<file path="src/rtl/scan_guard_pkg.sv">
package scan_guard_pkg;
  typedef enum logic {
    MODE_OPEN   = 1'b0,
    MODE_LOCKED = 1'b1
  } guard_mode_e;

  localparam int unsigned DEF_IR_W  = 4;
  localparam int unsigned DEF_KEY_W = 8;
endpackage

</file>
<file path="src/rtl/sg_cmd_decode.sv">
module sg_cmd_decode #(
  parameter int unsigned     IR_W      = 4,
  parameter logic [IR_W-1:0] LOCK_CODE = 4'b1010
) (
  input  logic [IR_W-1:0] ir_value,
  input  logic            ir_update,
  output logic            lock_req
);
  // A lock request is an update strobe carrying the lock opcode.
  always_comb begin
    lock_req = ir_update && (ir_value == LOCK_CODE);
  end
endmodule

</file>
<file path="src/rtl/sg_mode_fsm.sv">
module sg_mode_fsm
  import scan_guard_pkg::*;
(
  input  logic clk,
  input  logic rst,
  input  logic lock_req,
  output logic in_en,
  output logic out_en,
  output logic key_sel
);
  guard_mode_e mode_q;
  logic        in_en_q;
  logic        out_en_q;
  logic        key_sel_q;

  // No edge leaves MODE_LOCKED except reset.
  always_ff @(posedge clk) begin
    if (rst) begin
      mode_q    <= MODE_OPEN;
      in_en_q   <= 1'b1;
      out_en_q  <= 1'b1;
      key_sel_q <= 1'b0;
    end else if (lock_req) begin
      mode_q    <= MODE_LOCKED;
      in_en_q   <= 1'b0;
      out_en_q  <= 1'b0;
      key_sel_q <= 1'b1;
    end
  end

  assign in_en   = in_en_q;
  assign out_en  = out_en_q;
  assign key_sel = key_sel_q;


  lock_sticky_chk: assert property (@(posedge clk) disable iff (rst)
    (mode_q == MODE_LOCKED) |=> (mode_q == MODE_LOCKED));


  lock_entry_chk: assert property (@(posedge clk) disable iff (rst)
    lock_req |=> (key_sel_q && !in_en_q && !out_en_q));


  no_spurious_lock_chk: assert property (@(posedge clk) disable iff (rst)
    (!lock_req && (mode_q == MODE_OPEN)) |=> (in_en_q && out_en_q && !key_sel_q));


  scan_key_excl_chk: assert property (@(posedge clk) disable iff (rst)
    in_en_q |-> !key_sel_q);
endmodule

</file>
<file path="src/rtl/sg_mirror_reg.sv">
module sg_mirror_reg #(
  parameter int unsigned KEY_W = 8
) (
  input  logic             clk,
  input  logic             rst,
  input  logic             shift_ok,
  input  logic             si,
  output logic [KEY_W-1:0] mirror_q,
  output logic             msb
);
  localparam int unsigned TOP = KEY_W - 1;

  always_ff @(posedge clk) begin
    if (rst) begin
      mirror_q <= '0;
    end else if (shift_ok) begin
      mirror_q <= {mirror_q[TOP-1:0], si};
    end
  end

  assign msb = mirror_q[TOP];


  mirror_frozen_chk: assert property (@(posedge clk) disable iff (rst)
    !shift_ok |=> $stable(mirror_q));


  mirror_shift_chk: assert property (@(posedge clk) disable iff (rst)
    shift_ok |=> (mirror_q[0] == $past(si)));
endmodule

</file>
<file path="src/rtl/sg_path_gate.sv">
module sg_path_gate #(
  parameter int unsigned KEY_W = 8
) (
  input  logic             clk,
  input  logic             rst,
  input  logic             in_en,
  input  logic             out_en,
  input  logic             key_sel,
  input  logic             scan_shift,
  input  logic             mirror_msb,
  input  logic             eng_so,
  input  logic [KEY_W-1:0] mirror_key,
  input  logic [KEY_W-1:0] secret_key,
  output logic             eng_shift,
  output logic             eng_si,
  output logic             scan_so,
  output logic [KEY_W-1:0] eng_key
);
  always_comb begin
    eng_shift = scan_shift & in_en;
    eng_si    = mirror_msb & in_en;
    scan_so   = eng_so & out_en;
    eng_key   = key_sel ? secret_key : mirror_key;
  end


  so_quiet_chk: assert property (@(posedge clk) disable iff (rst)
    !out_en |-> (scan_so == 1'b0));


  si_quiet_chk: assert property (@(posedge clk) disable iff (rst)
    !in_en |-> (!eng_si && !eng_shift));


  key_secret_chk: assert property (@(posedge clk) disable iff (rst)
    key_sel |-> (eng_key == secret_key));
endmodule

</file>
<file path="src/rtl/scan_guard_ctrl.sv">
module scan_guard_ctrl
  import scan_guard_pkg::*;
#(
  parameter int unsigned     IR_W      = DEF_IR_W,
  parameter int unsigned     KEY_W     = DEF_KEY_W,
  parameter logic [IR_W-1:0] LOCK_CODE = 4'b1010
) (
  input  logic             clk,
  input  logic             rst,
  input  logic [IR_W-1:0]  ir_value,
  input  logic             ir_update,
  input  logic             scan_shift,
  input  logic             scan_si,
  input  logic             eng_so,
  input  logic [KEY_W-1:0] secret_key,
  output logic             scan_in_en,
  output logic             scan_out_en,
  output logic             key_load_sel,
  output logic             eng_shift,
  output logic             eng_si,
  output logic             scan_so,
  output logic [KEY_W-1:0] eng_key
);
  logic             lock_req;
  logic             in_en;
  logic             out_en;
  logic             key_sel;
  logic [KEY_W-1:0] mirror_key;
  logic             mirror_msb;

  sg_cmd_decode #(.IR_W(IR_W), .LOCK_CODE(LOCK_CODE)) u_dec (
    .ir_value (ir_value),
    .ir_update(ir_update),
    .lock_req (lock_req)
  );

  sg_mode_fsm u_fsm (
    .clk     (clk),
    .rst     (rst),
    .lock_req(lock_req),
    .in_en   (in_en),
    .out_en  (out_en),
    .key_sel (key_sel)
  );

  sg_mirror_reg #(.KEY_W(KEY_W)) u_mirror (
    .clk     (clk),
    .rst     (rst),
    .shift_ok(scan_shift & in_en),
    .si      (scan_si),
    .mirror_q(mirror_key),
    .msb     (mirror_msb)
  );

  sg_path_gate #(.KEY_W(KEY_W)) u_gate (
    .clk       (clk),
    .rst       (rst),
    .in_en     (in_en),
    .out_en    (out_en),
    .key_sel   (key_sel),
    .scan_shift(scan_shift),
    .mirror_msb(mirror_msb),
    .eng_so    (eng_so),
    .mirror_key(mirror_key),
    .secret_key(secret_key),
    .eng_shift (eng_shift),
    .eng_si    (eng_si),
    .scan_so   (scan_so),
    .eng_key   (eng_key)
  );

  assign scan_in_en   = in_en;
  assign scan_out_en  = out_en;
  assign key_load_sel = key_sel;
endmodule

</file>
<file path="config.mk">
export PLATFORM = sky130hd
export DESIGN_NAME = scan_guard_ctrl
export DESIGN_NICKNAME = d
export VERILOG_FILES = /design/src/rtl/scan_guard_pkg.sv /design/src/rtl/sg_cmd_decode.sv /design/src/rtl/sg_mode_fsm.sv /design/src/rtl/sg_mirror_reg.sv /design/src/rtl/sg_path_gate.sv /design/src/rtl/scan_guard_ctrl.sv
export SDC_FILE = /design/constraint.sdc
export NUM_CORES = 1
export LEC_CHECK = 0
export CAP_MARGIN = 20
export CORE_MARGIN = 8
export CORE_UTILIZATION = 41
export CTS_BUF_LIST = sky130_fd_sc_hd__clkbuf_4
export DETAILED_ROUTE_END_ITERATION = 12
export GPL_TIMING_DRIVEN = 0
export PLACE_DENSITY = 0.85
export SETUP_SLACK_MARGIN = 0.4
export SLEW_MARGIN = 25
export SYNTH_ARGS = -nofsm -noshare
export SYNTH_HDL_FRONTEND = slang
export SYNTH_SLANG_ARGS = --single-unit
</file>
<file path="constraint.sdc">
create_clock -name clk -period 2.83 [get_ports clk]
set_input_delay 0.566 -clock clk [delete_from_list [all_inputs] [get_ports clk]]
set_output_delay 0.566 -clock clk [all_outputs]
set_load 0.02 [all_outputs]
</file>
## Word-level counts from Yosys, hierarchy flattened

Cells that the tools add are included.

| storage, ports and cells | value |
|---|---|
| flip-flop bits (word level) | 10 |
| input port bits | 18 |
| output and inout port bits | 14 |
| word-level logic and storage cells | 9 |

| cells by class | value |
|---|---|
| bitwise gates (word level) | 3 |
| mux-type cells | 1 |
| equal/unequal tests | 1 |
| reduce and logical (&&, ||, !) cells | 1 |

Operators by type and width:

| kind | count |
|---|---|
| 8-bit 2-to-1 mux | 1 |
| 4-bit == test, second input constant | 1 |
| 1-bit bitwise AND | 3 |
| 1-bit logical AND | 1 |

## Logic depth before layout (Yosys ltp)

Gate-level depths: netlist (run 1).

| logic depth | value |
|---|---|
| word-level depth | 2 |
| depth in mapped cells | 4 |
| gate-level depth less buffers | 2 |

## By module

A second synthesis (run 1) with hierarchy kept.

| unflattened totals | value |
|---|---|
| cell total of the unflattened synthesis | 49 |
| area, all modules | 528.0 µm² |

Modules (own cells, without submodules):

| module | area an instance (µm²) | seq. area each (µm²) | times used | cells each |
|---|---|---|---|---|
| sg_mirror_reg | 292.8 | 160.2 | 1 | 27 |
| sg_path_gate | 150.1 | 0.0 | 1 | 12 |
| sg_mode_fsm | 66.3 | 40.0 | 1 | 7 |
| sg_cmd_decode | 12.5 | 0.0 | 1 | 2 |
| scan_guard_ctrl | 6.3 | 0.0 | 1 | 1 |

## Least setup slack after synthesis (run 1)

No wires, ideal clock.

| path | value |
|---|---|
| path type | register to output |
| from | register u_fsm.key_sel_q (netlist: u_fsm.key_sel) |
| to | output port eng_key[0] |
| required time | 2264 ps |
| setup slack | 1213 ps |
| buffers on the path | 1 |
| stages on the path, launching flop included | 3 |
| data arrival time | 1051 ps |
| path through | dfxtp_1 -> buf_2 -> mux2_2 |

| between the ends | value |
|---|---|
| longest elaborated chain between the ends | 1 |

RTL lines:

| item | line | text |
|---|---|---|
| start: declaration | sg_mode_fsm.sv:14 | `logic key_sel_q;` |
| start signal: assignment | sg_mode_fsm.sv:22 | `key_sel_q <= 1'b0;` |
| start signal: assignment | sg_mode_fsm.sv:27 | `key_sel_q <= 1'b1;` |
| 8-bit 2-to-1 mux | sg_path_gate.sv:23 | `eng_key = key_sel ? secret_key : mirror_key;` |
| end: declaration | scan_guard_ctrl.sv:22 | `output logic [KEY_W-1:0] eng_key` |

Every way passes these cells.

## Worst setup path in the final report (run 1)

| path | value |
|---|---|
| from | input port secret_key[2] |
| to | output port eng_key[2] |

| between the ends | value |
|---|---|
| longest elaborated chain between the ends | 1 |

RTL lines:

| item | line | text |
|---|---|---|
| start: declaration | scan_guard_ctrl.sv:15 | `input logic [KEY_W-1:0] secret_key,` |
| 8-bit 2-to-1 mux | sg_path_gate.sv:23 |  |

Every way passes these cells.

==> results.md, run 1 <==
- Synth Area in Simple Gates: 0.138
- Synthesized flop and latch total: 10
- N_diodes: 0
- Die area: 2810 sq um
- Critical path class: primary input to primary output
- GRT Total Usage: 0.115
- Slowest stage delay, CP: 0.55 ns
- Static leakage: 0.338 nW
- Vias in the first global route: 555
- Wire length per cell: 14.8 um
- Critical path depth: 3
- WL final: 1560 um
- Placed insts: 102
- CP Cell Sequence: clkdlybuf4s50_1 -> mux2_2 -> clkdlybuf4s50_1
- H-tree Lvls: 1
- Final net count: 110
- Comb pwr share: 0.215
- Final Hold Vio Count: 0
- Clock Sinks: 10
- Power Density: 338 nW/um^2
- Setup WS post-layout: 0.478 ns
- Maximum VDD drop: 230 uV
- Hold_ws: 0.477 ns
- Cell depth of the worst flop-to-flop path: 3
- I/O Buffers: 30
- Die width: 53.1 um
- Clk root buf: clkbuf_4
- RSZ-0062 raised after global routing: no
- Crit path to: eng_key[2]
- Crit Path Max Fanout: 1
- Worst slack, placed: 0.479 ns
- Worst Path Buf+Inv: 2
- Detail Route Antenna Nets: 0
- Fin crit period: 2.35 ns
- Crit path capture type: primary output
- Switching power summed over all nets: 0.0727 mW
- Initial antenna violation count: 0
- Met3 global-route usage: 0.0448
- Compound-Gate Fraction of Synth Area: 0.247
- Critical path data required time: 2.26 ns
- Status: completed
- Worst-margin pin slew: 0.237 ns
- Post-synthesis mux area share: 0.160
- Initial DRT Pass Iterations: 4
- Area leader, netlist: dfxtp_1
- FFs w/ async S/R, synth: 0
- Launch point of the worst path: secret_key[2]
- Internal: 0.233 mW
- Worst-Skew Late Latency: 0.26 ns
- Worst hold path type: register to register
- Clock Power Share: 0.312
- RR Startpoint: u_fsm.in_en$_SDFFE_PP1P_
- Residual DRC count: 0
- Synth Area per Inst: 9.88 sq um
- DR vias/cell: 5.25
- Starting DRT DRC Count: 7
- Yosys cell types: 19
- Most common library cells after synthesis: dfxtp_1, mux2_2, nand3_1, a21bo_2, a21oi_1
- Startpoint Class: primary input
- CTS tree: built
- Io pins: 32
- Setup Skew: 0.00397 ns
- Area growth from synthesis to layout: 60.9%
- Reg2reg setup slack: 1.88 ns
- Die Ht: 53.1 um
- Slew headroom: 0.841
- Initial Util: 0.438
- WP data arrival: 1.79 ns
- Setup tns final: 0 ns
- CP dominant cell by count: clkdlybuf4s50_1
- Adder and majority gate portion of the synthesized area: 0
- Remaining global-route overflow: 0
- Top Usage Layer GRT: met2
- Dominant synthesized flop cell: dfxtp_1
- Post-CTS Setup Bufs: 0
- Vias: 551
- Final Non-Filler Cells: 105
- Post-synthesis sequential area ratio: 0.356
- GR Layer Usage met1: 0.121
- Deepest clock path buffer count: 2
- Number of synthesized flops with an enable pin: 0
- Final worst-path cycle share: 0.831
- Fraction of layout cells with a size suffix above 1: 0.300
- Max-Cap Viols: 0
- Yosys top cell area share: 0.356
- Final slew viol count: 0
- First-pass GRT wire length: 2440 um
- Half-perimeter wire length after placement: 1210 um
- Core Footprint: 1280 sq um
- Gate count after technology mapping: 57
- TritonCTS Buffers: 3
- Count leader, synth: dfxtp_1
- Fmax: 425 MHz
- Largest family of logic cells by synthesized area: compound AO/OA/AOI/OAI gates
- Setup violators final: 0
- Top post-synthesis cells by area: dfxtp_1, mux2_2, a21bo_2, nand3_1, a21oi_1
- Synth Area in XOR/XNOR: 0
- Layout filler cell count: 120
- CP max-delay cell: clkdlybuf4s50_1
- Reg-to-Reg End: u_mirror.mirror_q[1]$_SDFFE_PP0P_
- Synth warnings: 0
- RePlAce Congestion: 0.766
- Clock slew at reported path FFs: 0.06 ns
- FP Rows: 13
- Syn_nets: 75
- Sw frac: 0.238
- Largest net degree at the start of global routing: 11
- CP delay by family, top: buffers and inverters
- Sequential power share: 0.473
- Cell area after synthesis: 563 sq um
- Met2 usage: 0.186
tightest hold or removal path, delay by kind of cell (launching register included):
family | cells | cell delay, ns
flops | 1 | 0.31
compound gates | 1 | 0.05
simple gates | 1 | 0.06
metrics by stage:
stage           util  instance area, sq um  total power, mW
2_1_floorplan      -                   563            0.177
3_3_place_gp   0.686                   882            0.213
3_5_place_dp   0.686                   882            0.214
4_1_cts        0.704                   905            0.307
5_1_grt        0.705                   906            0.316
6_report       0.705                   906            0.306
per-layer routing:
metal / vias up / part of all wire
met5: - / 0
met4: 0 / 0.0090
met3: 2 / 0.11
met2: 27 / 0.47
met1: 251 / 0.41
li1: 271 / -
flip-flops by register name, summed over array words and instances (netlist names):
register,count
u_mirror.mirror_q,8
u_fsm.in_en,1
u_fsm.key_sel,1
cells in the final DEF (no fill, tap or decap):
cell type,instances
o22ai_1,1
and2_2,1
dfxtp_1,10
buf_4,1
inv_1,1
clkdlybuf4s50_1,30
buf_2,3
o22a_1,1
nand3_1,8
buf_8,1
nand4bb_1,1
a21bo_1,1
clkbuf_2,1
and2_1,2
mux2_2,8
a21oi_2,1
clkbuf_4,3
nand2b_1,1
a21oi_1,7
a21bo_2,7
buf_6,1
cell families (layout without fill, tap and decap cells):
kind of cell / after synthesis / count (layout)
buffers and inverters: 8 / 41
muxes: 8 / 8
DFF: 10 / 10
AOI/OAI and AO/OA: 18 / 18
and+or+nand+nor: 13 / 13
area by class of cell:
cell class | instances | area [sq um] | share of cell area
sequential | 10 | 200 | 0.221
clock buffer | 3 | 22.5 | 0.0249
inverter | 1 | 3.75 | 0.00414
buffer | 7 | 53.8 | 0.0594
tap | 15 | 18.8 | 0.0207
multi-input combinational | 39 | 307 | 0.338
timing repair buffer | 30 | 300 | 0.331
power groups by stage:
stage	registers, mW	logic, mW	clock network, mW
after global placement	0.148	0.0650	0
after CTS	0.145	0.0668	0.0960
after floorplan	0.148	0.0284	0
after global routing	0.145	0.0702	0.101
final	0.145	0.0658	0.0953
after detailed placement	0.148	0.0666	0
worst min-delay path by stage:
stage,startpoint,end,slack [ns],cells after the start
floorplan,u_mirror.mirror_q[1]$_SDFFE_PP0P_,u_mirror.mirror_q[2]$_SDFFE_PP0P_,0.45,2
global placement,u_mirror.mirror_q[6]$_SDFFE_PP0P_,u_mirror.mirror_q[7]$_SDFFE_PP0P_,0.46,2
detailed placement,u_mirror.mirror_q[2]$_SDFFE_PP0P_,u_mirror.mirror_q[3]$_SDFFE_PP0P_,0.47,2
CTS,u_mirror.mirror_q[5]$_SDFFE_PP0P_,u_mirror.mirror_q[6]$_SDFFE_PP0P_,0.47,2
global route,u_mirror.mirror_q[6]$_SDFFE_PP0P_,u_mirror.mirror_q[7]$_SDFFE_PP0P_,0.49,2
finish,u_mirror.mirror_q[6]$_SDFFE_PP0P_,u_mirror.mirror_q[7]$_SDFFE_PP0P_,0.48,2
what timing repair did:
action / in CTS / in global routing
resized for setup: 0 / 2
hold buffers: 0 / 0
setup endpoints to repair: 0 / 1
(Power assumes the default switching activity.)
==> inputs of run 2 (changes only) <==
--- a/config.mk
+++ b/config.mk
@@ -7,11 +7,11 @@
 export LEC_CHECK = 0
 export CAP_MARGIN = 20
 export CORE_MARGIN = 8
-export CORE_UTILIZATION = 41
+export CORE_UTILIZATION = 38
 export CTS_BUF_LIST = sky130_fd_sc_hd__clkbuf_4
 export DETAILED_ROUTE_END_ITERATION = 12
 export GPL_TIMING_DRIVEN = 0
-export PLACE_DENSITY = 0.85
+export PLACE_DENSITY = 0.8
 export SETUP_SLACK_MARGIN = 0.4
 export SLEW_MARGIN = 25
 export SYNTH_ARGS = -nofsm -noshare
==> constraint.sdc (replaced) <==
create_clock -name clk -period 2.3 [get_ports clk]
set_input_delay 0.46 -clock clk [delete_from_list [all_inputs] [get_ports clk]]
set_output_delay 0.46 -clock clk [all_outputs]
set_load 0.02 [all_outputs]
==> run 2 against run 1 <==
Clock power rose by 29%. Final area fell by 2.2%. Wire length fell by 4.9%. Core utilization fell by 9.6 points. Clock skew barely moved.
==> results.md, run 2 (synthesized netlist as in run 1, its figures left out) <==
- Vias in the first global route: 535 (-3.6%)
- Clk root buf: clkbuf_4
- Setup violators final: 0 (unchanged)
- Worst hold path type: register to register
- Commonest non-fill, non-tap cell in the layout: clkdlybuf4s50_1
- Pwr Total: 0.377 mW (+23%)
- Area growth from synthesis to layout: 57.3%
- Biggest register: u_mirror.mirror_q
- Dpl cell area: 883 sq um (+0.14%)
- Setup tns final: 0 ns (unchanged)
- Status: completed
- Slew headroom: 0.855 (+0.0134)
- Final slew viol count: 0 (unchanged)
- Final net count: 110 (unchanged)
- CP Cell Sequence: clkdlybuf4s50_1 -> mux2_2 -> clkdlybuf4s15_1
- Half-perimeter wire length after placement: 1120 um (-7.6%)
- I/O Buffers: 30 (unchanged)
- Worst Path Buf+Inv: 2 (unchanged)
- Crit Path Max Fanout: 1 (unchanged)
- GRT Total Usage: 0.111 (-0.00392)
- Starting DRT DRC Count: 13 (+6)
- Max FFs per register: 8 (unchanged)
- Die width: 54.5 um (+2.7%)
- Critical path depth: 3 (unchanged)
- Residual DRC count: 0 (unchanged)
- Hold_ws: 0.477 ns (-0.000784 ns)
- Slowest stage delay, CP: 0.40 ns (-0.15 ns)
- TritonCTS Buffers: 3 (unchanged)
- Worst-margin pin slew: 0.217 ns (-0.0200 ns)
- CTS tree: built
- Detail Route Antenna Nets: 0 (unchanged)
- Power Density: 425 nW/um^2 (+26%)
- Critical path class: primary input to primary output
- Most frequent cells in the layout: clkdlybuf4s50_1, dfxtp_1, mux2_2, nand3_1
- CP max-delay cell: clkdlybuf4s50_1
- Deepest clock path buffer count: 2 (unchanged)
- Fraction of layout cells with a size suffix above 1: 0.363 (+0.0626)
- WL final: 1480 um (-4.9%)
- Crit path capture type: primary output
- Clock Sinks: 10 (unchanged)
- FP Rows: 14 (+1)
- Setup Skew: 0.00382 ns (-0.000155 ns)
- Remaining global-route overflow: 0 (unchanged)
- Fmax: 538 MHz
- N_diodes: 0 (unchanged)
- Clock slew at reported path FFs: 0.07 ns (about the same)
- RSZ-0062 raised after global routing: yes
- Initial DRT Pass Iterations: 4 (unchanged)
- Static leakage: 0.357 nW (+5.9%)
- Wire length per cell: 13.8 um (-6.7%)
- Initial antenna violation count: 0 (unchanged)
- RePlAce Congestion: 0.696 (-9.2%)
- Die Ht: 54.5 um (+2.7%)
- Worst-Skew Late Latency: 0.26 ns (about the same)
- Largest net degree at the start of global routing: 11 (unchanged)
- CP delay by family, top: buffers and inverters
- DR vias/cell: 5.17 (-1.5%)
- Critical path data required time: 1.84 ns (-0.42 ns)
- Hold Path Stages: 2 (unchanged)
- Core Footprint: 1450 sq um (+13%)
- Startpoint Class: primary input
- Design area: 886 sq um (-2.2%)
- Io pins: 32 (unchanged)
- Die area: 2970 sq um (+5.5%)
- Maximum VDD drop: 261 uV (+13%)
- Initial Util: 0.387 (-0.0509)
- Cell depth of the worst flop-to-flop path: 3 (unchanged)
- H-tree Lvls: 1 (unchanged)
- CTS Hold Bufs: 0 (unchanged)
- First-pass GRT wire length: 2400 um (-1.7%)
- Post-CTS Setup Bufs: 0 (unchanged)
- Final Hold Vio Count: 0 (unchanged)
- Max-Cap Viols: 0 (unchanged)
- WP data arrival: 1.40 ns (-0.39 ns)
- Vias: 553 (+0.36%)
- Final worst-path cycle share: 0.808
- Fin crit period: 1.86 ns
-- run 2: what timing repair did --
item | 4_1_cts | 5_1_grt
gates resized for setup | 16 | 14
setup endpoints to repair | 11 | 11
gates cloned | 0 | 0
-- run 2: worst register-to-register path, cell delays in order, from the launching register on --
cell and delay [ns]:
dfxtp_1 0.37, buf_2 0.24, a21bo_2 0.16, a21oi_1 0.05
-- run 2: through the flow --
stage / worst slack, ns / utilization / cells
3_5_place_dp: 0.172 / 0.608 / 103
2_1_floorplan: 0.789 / - / 57
5_1_grt: 0.383 / 0.609 / 107
4_1_cts: 0.406 / 0.623 / 107
3_3_place_gp: 0.190 / 0.608 / 103
6_report: 0.442 / 0.609 / 107
-- run 2: power by group --
part / total, mW / internal (mW) / switching, mW
Sequential: 0.178 / 0.176 / 0.00194
Clock: 0.123 / 0.0627 / 0.0601
Combinational: 0.0762 / 0.0461 / 0.0300
Total: 0.377 / 0.285 / 0.0921
-- run 2: metal layers --
layer  GRT usage  share of wire  vias up
li1            -              -      270
met1       0.120           0.41      258
met2       0.174           0.48       23
met3      0.0353          0.087        2
met4      0.0902          0.021        0
met5           0              0        -
-- run 2: path summary, 6_finish.rpt --
check | startpoint | endpoint | slack (ns)
worst max-delay path | secret_key[3] | eng_key[3] | 0.44
worst min-delay path | u_mirror.mirror_q[4]$_SDFFE_PP0P_ | u_mirror.mirror_q[5]$_SDFFE_PP0P_ | 0.48
worst max register to register | u_fsm.in_en$_SDFFE_PP1P_ | u_mirror.mirror_q[1]$_SDFFE_PP0P_ | 1.36
worst min register to register | u_mirror.mirror_q[4]$_SDFFE_PP0P_ | u_mirror.mirror_q[5]$_SDFFE_PP0P_ | 0.48
-- run 2: final cells by class --
class	count	area, sq um
Clock buffer	3	22.5
Sequential cell	10	200
Multi-Input combinational cell	39	307
Fill cell	139	568
Clock inverter	1	3.75
Inverter	1	3.75
Tap cell	16	20.0
Timing Repair Buffer	30	267
Buffer	7	62.6
